===== config.mk =====
export PLATFORM = sky130hd
export DESIGN_NAME = pwr_dom_seq
export DESIGN_NICKNAME = d
export VERILOG_FILES = /design/src/rtl/pwr_dom_seq_pkg.sv /design/src/rtl/pds_sync.sv /design/src/rtl/pds_hold_cnt.sv /design/src/rtl/pds_fsm.sv /design/src/rtl/pds_out_dec.sv /design/src/rtl/pwr_dom_seq.sv
export SDC_FILE = /design/constraint.sdc
export NUM_CORES = 1
export LEC_CHECK = 0
export BUFFER_PORTS_ARGS = -buffer_cell sky130_fd_sc_hd__buf_2
export CORE_AREA = 8 8 45 47
export DETAILED_ROUTE_END_ITERATION = 16
export DIE_AREA = 0 0 53 55
export GPL_TIMING_DRIVEN = 0
export RECOVER_POWER = 50
export SLEW_MARGIN = 20
export SYNTH_ARGS = -nofsm -noshare
export SYNTH_HDL_FRONTEND = slang
export SYNTH_SLANG_ARGS = --single-unit

===== constraint.sdc =====
create_clock -name clk -period 1.2 [get_ports clk]
set_input_delay 0.24 -clock clk [delete_from_list [all_inputs] [get_ports clk]]
set_output_delay 0.24 -clock clk [all_outputs]
set_load 0.02 [all_outputs]

===== src/rtl/pwr_dom_seq_pkg.sv =====
package pwr_dom_seq_pkg;

   typedef enum logic [3:0] {
      PS_OFF      = 4'd0,
      PS_UP_RST   = 4'd1,
      PS_UP_PWR   = 4'd2,
      PS_UP_UNCLP = 4'd3,
      PS_UP_RLS   = 4'd4,
      PS_ON       = 4'd5,
      PS_DN_WAIT  = 4'd6,
      PS_DN_DBG   = 4'd7,
      PS_DN_CLP   = 4'd8
   } pseq_state_e;

   localparam logic [1:0] STAT_OFF  = 2'b00;
   localparam logic [1:0] STAT_ON   = 2'b01;
   localparam logic [1:0] STAT_BUSY = 2'b10;

   typedef struct packed {
      logic       pwr_en;
      logic       clamp;
      logic       rst_n;
      logic       l1_dis;
      logic       dbg;
      logic [1:0] status;
   } pseq_out_t;

endpackage


===== src/rtl/pds_sync.sv =====
module pds_sync #(
   parameter int STAGES = 2,
   parameter int W      = 2
) (
   input  logic         clk,
   input  logic         rst_n,
   input  logic [W-1:0] d_i,
   output logic [W-1:0] q_o
);

   generate
      if (STAGES == 0) begin : g_bypass
         assign q_o = d_i;
      end else begin : g_chain
         logic [W-1:0] stage_q [STAGES];
         for (genvar s = 0; s < STAGES; s++) begin : g_stage
            always_ff @(posedge clk or negedge rst_n) begin
               if (!rst_n) stage_q[s] <= '0;
               else if (s == 0) stage_q[s] <= d_i;
               else stage_q[s] <= stage_q[(s == 0) ? 0 : s-1];
            end
         end
         assign q_o = stage_q[STAGES-1];
      end
   endgenerate

endmodule


===== src/rtl/pds_hold_cnt.sv =====
module pds_hold_cnt #(
   parameter int RST_HOLD = 4
) (
   input  logic clk,
   input  logic rst_n,
   input  logic run_i,
   input  logic pg_i,
   output logic done_o
);

   localparam int CW = (RST_HOLD < 2) ? 1 : $clog2(RST_HOLD);
   localparam logic [CW-1:0] LAST = CW'(RST_HOLD - 1);

   logic [CW-1:0] cnt_q;
   logic          live;

   assign live   = run_i & pg_i;
   assign done_o = live & (cnt_q == LAST);

   always_ff @(posedge clk or negedge rst_n) begin
      if (!rst_n)              cnt_q <= '0;
      else if (live && !done_o) cnt_q <= cnt_q + 1'b1;
      else                     cnt_q <= '0;
   end

endmodule


===== src/rtl/pds_fsm.sv =====
module pds_fsm
   import pwr_dom_seq_pkg::*;
(
   input  logic        clk,
   input  logic        rst_n,
   input  logic        up_req_i,
   input  logic        dn_req_i,
   input  logic        cancel_i,
   input  logic        idle_s_i,
   input  logic        hold_done_i,
   output logic        hold_run_o,
   output pseq_state_e state_o
);

   pseq_state_e state_q, state_d;

   always_comb begin
      state_d = state_q;
      unique case (state_q)
         PS_OFF:      if (up_req_i) state_d = PS_UP_RST;
         PS_UP_RST:   state_d = PS_UP_PWR;
         PS_UP_PWR:   if (hold_done_i) state_d = PS_UP_UNCLP;
         PS_UP_UNCLP: state_d = PS_UP_RLS;
         PS_UP_RLS:   state_d = PS_ON;
         PS_ON:       if (dn_req_i) state_d = PS_DN_WAIT;
         PS_DN_WAIT: begin
            if (cancel_i)      state_d = PS_ON;
            else if (idle_s_i) state_d = PS_DN_DBG;
         end
         PS_DN_DBG:   state_d = PS_DN_CLP;
         PS_DN_CLP:   state_d = PS_OFF;
         default:     state_d = PS_OFF;
      endcase
   end

   always_ff @(posedge clk or negedge rst_n) begin
      if (!rst_n) state_q <= PS_OFF;
      else        state_q <= state_d;
   end

   assign hold_run_o = (state_q == PS_UP_PWR);
   assign state_o    = state_q;

endmodule


===== src/rtl/pds_out_dec.sv =====
module pds_out_dec
   import pwr_dom_seq_pkg::*;
#(
   parameter bit L1_DIS_RUN = 1'b0
) (
   input  pseq_state_e state_i,
   output pseq_out_t   out_o
);

   always_comb begin
      out_o = '{pwr_en: 1'b0, clamp: 1'b1, rst_n: 1'b0, l1_dis: 1'b0,
                dbg: 1'b0, status: STAT_BUSY};
      unique case (state_i)
         PS_OFF:      out_o.status = STAT_OFF;
         PS_UP_RST:   ;
         PS_UP_PWR:   out_o.pwr_en = 1'b1;
         PS_UP_UNCLP: begin
            out_o.pwr_en = 1'b1;
            out_o.clamp  = 1'b0;
         end
         PS_UP_RLS, PS_DN_DBG: begin
            out_o.pwr_en = 1'b1;
            out_o.clamp  = 1'b0;
            out_o.rst_n  = 1'b1;
            out_o.l1_dis = L1_DIS_RUN;
         end
         PS_ON, PS_DN_WAIT: begin
            out_o.pwr_en = 1'b1;
            out_o.clamp  = 1'b0;
            out_o.rst_n  = 1'b1;
            out_o.l1_dis = L1_DIS_RUN;
            out_o.dbg    = 1'b1;
            if (state_i == PS_ON) out_o.status = STAT_ON;
         end
         PS_DN_CLP: begin
            out_o.pwr_en = 1'b1;
            out_o.rst_n  = 1'b1;
            out_o.l1_dis = L1_DIS_RUN;
         end
         default: out_o.status = STAT_OFF;
      endcase
   end

endmodule


===== src/rtl/pwr_dom_seq.sv =====
module pwr_dom_seq
   import pwr_dom_seq_pkg::*;
#(
   parameter int RST_HOLD    = 4,
   parameter int SYNC_STAGES = 2,
   parameter bit L1_DIS_RUN  = 1'b0
) (
   input  logic       clk,
   input  logic       rst_n,
   input  logic       up_req_i,
   input  logic       dn_req_i,
   input  logic       cancel_i,
   input  logic       core_idle_i,
   input  logic       pwr_good_i,
   output logic       pwr_en_o,
   output logic       clamp_o,
   output logic       core_rst_n_o,
   output logic       l1_rst_dis_o,
   output logic       dbg_pwrup_o,
   output logic [1:0] status_o
);

   generate
      if (RST_HOLD < 1) begin : g_bad_hold
         $error("pwr_dom_seq: RST_HOLD must be at least 1");
      end
      if (SYNC_STAGES < 0 || SYNC_STAGES > 8) begin : g_bad_sync
         $error("pwr_dom_seq: SYNC_STAGES must lie in 0..8");
      end
   endgenerate

   logic [1:0]  raw_in, sync_out;
   logic        pg_s, idle_s, hold_run, hold_done;
   pseq_state_e state;
   pseq_out_t   outs;

   assign raw_in = {pwr_good_i, core_idle_i};
   assign pg_s   = sync_out[1];
   assign idle_s = sync_out[0];

   pds_sync #(.STAGES(SYNC_STAGES), .W(2)) u_sync (
      .clk   (clk),
      .rst_n (rst_n),
      .d_i   (raw_in),
      .q_o   (sync_out)
   );

   pds_hold_cnt #(.RST_HOLD(RST_HOLD)) u_hold (
      .clk    (clk),
      .rst_n  (rst_n),
      .run_i  (hold_run),
      .pg_i   (pg_s),
      .done_o (hold_done)
   );

   pds_fsm u_fsm (
      .clk         (clk),
      .rst_n       (rst_n),
      .up_req_i    (up_req_i),
      .dn_req_i    (dn_req_i),
      .cancel_i    (cancel_i),
      .idle_s_i    (idle_s),
      .hold_done_i (hold_done),
      .hold_run_o  (hold_run),
      .state_o     (state)
   );

   pds_out_dec #(.L1_DIS_RUN(L1_DIS_RUN)) u_dec (
      .state_i (state),
      .out_o   (outs)
   );

   assign pwr_en_o     = outs.pwr_en;
   assign clamp_o      = outs.clamp;
   assign core_rst_n_o = outs.rst_n;
   assign l1_rst_dis_o = outs.l1_dis;
   assign dbg_pwrup_o  = outs.dbg;
   assign status_o     = outs.status;

endmodule


==> qor.csv <==
metric;value;unit
synthCells;52;
post-dp-hpwl;728;microns
synthToLayoutAreaGrowth;80.2;%
first_global_vias;494;
multi_input_combinational_cell_area;349;sq um
count_of_standard_cell_rows;14;
critPathLaunchType;flop;
cts_tree;yes;
outcome;finished with violations;
mappedNetlistArea;513;sq um
grt_antenna_before_repair;0;
cp_max_fo;4;
grt_pass1_wl;2090;microns
postSynthNetCount;60;
synth_largest_type_area_fraction;48.8;%
timing.final.setup_violations;9;
routed_via_count_divided_by_cell_count;5.01;
timing.final.ws_setup;-0.344;ns
initial_cell_density_of_the_core;37.1;%
report.power.total;2.55;mW
finalWeightedCongestion;0.707;
synthesis.yosys.warnings;0;
num-nets-final;92;
worst_setup_hold_path_clk_slew;0.07;ns
hold_viol;0;
dp_worst_setup_slack;-0.198;ns
layout.cell_area.non_filler;925;sq um
synth_ff_type;sky130_fd_sc_hd__dfrtp_1;
timing.critical_path.to_type;primary output;
dpl-instance-area;606;sq um
grt_remaining_overflow;0;
fmax;648;MHz
post_route_cells_drive_above_1_share;63.9;%
yosysMostFrequentCell;sky130_fd_sc_hd__dfrtp_1;
die_width;53;microns
number_of_synthesized_flops_with_an_enable_pin;0;
global_route_total_usage_across_every_layer;9.65;%
static-leakage-power;0.424;nW
postSynthRegisterBits;10;
final_period_minus_worst_setup_slack;1.54;ns
hp-class;in2reg;
failed_checks;negative setup slack;
synthDominantAreaCellType;sky130_fd_sc_hd__dfrtp_1;
synth.area.top_cells;sky130_fd_sc_hd__dfrtp_1 49%, sky130_fd_sc_hd__a2111oi_2 5.9%, sky130_fd_sc_hd__nand2_1 5.1%;
critPathKind;reg2out;
cts-root-to-sink-buffers;2;
total_wire_length;1440;microns
ctsHtreeMaxLevel;1;
max-vdd-ir-drop;1.66;mV
maxSlewHeadroom;65.6;%
clock_latency;0.27;ns
cap_viol_max_count;0;
dieArea;2920;sq um
finClkSkew;0.00909;ns
timing.setup.tns;-1.97;ns
io_buffer_count;12;
area_taken_by_flip_flops_and_latches;251;sq um
grt_max_degree;11;
drt-pass1-iter-count;1;
final_routed_wire_length_divided_by_cell_count;14.5;microns
violation_count_after_the_first_detailed_route_iteration;0;
via_count;496;
synthesis.area_per_instance;9.87;sq um
power-per-cell-area;2760;nW/um^2
synth_top_cells_by_count;10 x sky130_fd_sc_hd__dfrtp_1, 7 x sky130_fd_sc_hd__nand2_1, 4 x sky130_fd_sc_hd__nor2_1;
ant_nets;0;
post-route-drc-count;0;
num_io_pins;14;
ctsRootBufferMaster;sky130_fd_sc_hd__clkbuf_4;
critical_path_required;0.96;ns
fillers;104;
rsz0062_at_grt;true;
ys_seq_area_share;48.8;%
tritoncts.num_buffers;3;
chipHeight;55;microns
period_share;129;%
final-max-slew-violation-count;0;
antenna-diode-count;0;
clock_sinks;10;
design.core.area;1380;sq um
synth_cell_type_count;24;
synth_async_sr_flop_share;100;%
worstPathArrival;1.30;ns
max_slew.worst_pin.slew;0.515;ns
[cell families after synthesis]
logic type               Yosys count  synth area share (%)
AND/OR/NAND/NOR                   23                  23.9
flip-flops                        10                  48.8
AO/OA/AOI/OAI                      9                  14.1
buffers and inverters              7                  8.29
XOR/XNOR                           1                  1.71
adder cells (fa/ha/maj)            1                  2.44
other                              1                 0.731
[where the power goes]
group / switching, mW / internal, mW
Combinational: 0.859 / 0.909
Clock: 0.122 / 0.184
Sequential: 0.0613 / 0.413
Total: 1.04 / 1.51
[cells in the final DEF (no fill, tap or decap), drive strengths merged]
| cell | instances |
|---|---|
| buf | 29 |
| dfrtp | 10 |
| nand2 | 7 |
| clkbuf | 5 |
| nor2 | 4 |
| inv | 3 |
| a21oi | 3 |
| nand2b | 3 |
| nor4b | 2 |
| a2111oi | 2 |
| nor4 | 2 |
| nor3b | 1 |
| o22ai | 1 |
| and2b | 1 |
| nor2b | 1 |
| nand3 | 1 |
| o21ai | 1 |
| xor2 | 1 |
| o21a | 1 |
| or3 | 1 |
| o41ai | 1 |
| ha | 1 |
| conb | 1 |
| dlygate4sd3 | 1 |
[metal layers]
| metal | GRT usage [%] | vias up | share of wire [%] | routed length [microns] |
|---|---|---|---|---|
| met5 | 0 | - | 0 | 0 |
| met4 | 6.47 | 0 | 0.83 | 12 |
| met3 | 1.87 | 2 | 1.7 | 24 |
| met2 | 16.4 | 6 | 59 | 846 |
| met1 | 10.8 | 246 | 39 | 554 |
| li1 | - | 242 | - | - |
[through the flow]
| stage | cells | util (%) | hold slack (ns) |
|---|---|---|---|
| after floorplan | 52 | - | -0.0556 |
| after global placement | 80 | 43.8 | 0.105 |
| after detailed placement | 80 | 43.8 | 0.110 |
| after CTS | 97 | 61.8 | 0.0675 |
| after global routing | 99 | 66.8 | 0.0578 |
| final | 99 | 66.8 | 0.0727 |
[worst paths after layout]
| kind | from | end | slack [ns] | cells past startpoint |
|---|---|---|---|---|
| setup / recovery | u_fsm.state_o[3] | status_o[1] | -0.34 | 5 |
| hold / removal | pwr_good_i | u_sync.g_chain.stage_q[3] | 0.07 | 1 |
| setup reg to reg | u_fsm.state_o[1] | u_fsm.state_o[1] | -0.13 | 6 |
| hold reg to reg | u_sync.g_chain.stage_q[2] | u_sync.q_o[0] | 0.35 | 0 |
| max in group asynchronous | rst_n | u_fsm.state_o[0] | 0.37 | 2 |
| min in group asynchronous | rst_n | u_sync.q_o[1] | 0.46 | 2 |
[worst max-delay path, stage by stage, from the launching register on]
cell and delay [ns]:
sky130_fd_sc_hd__dfrtp_1 0.40, sky130_fd_sc_hd__buf_6 0.13, sky130_fd_sc_hd__nor3b_2 0.14, sky130_fd_sc_hd__a21oi_1 0.14
sky130_fd_sc_hd__o22ai_2 0.09, sky130_fd_sc_hd__buf_6 0.13
[flip-flops by register name, indices dropped and copies added, names as in the netlist]
name	cells
u_fsm.state_o	4
u_hold.cnt_q	2
u_sync.g_chain.stage_q	2
u_sync.q_o	2
[timing repair]
action,in CTS,in global routing
hold buffers,1,0
endpoints found under the hold margin,10,0
buffers inserted,12,2
pin swaps,5,3
gates resized for setup,27,11
setup endpoints to repair,8,9
gates cloned,0,0
[cell type report]
| type | instances | share of cell area, % |
|---|---|---|
| buffer | 4 | 4.47 |
| clock buffer | 4 | 3.92 |
| inverter | 3 | 1.22 |
| multi-input combinational | 35 | 37.8 |
| sequential | 10 | 27.2 |
| tap | 16 | 2.17 |
| timing repair buffer | 27 | 23.3 |
No activity file was read; power rests on OpenSTA's default activity.
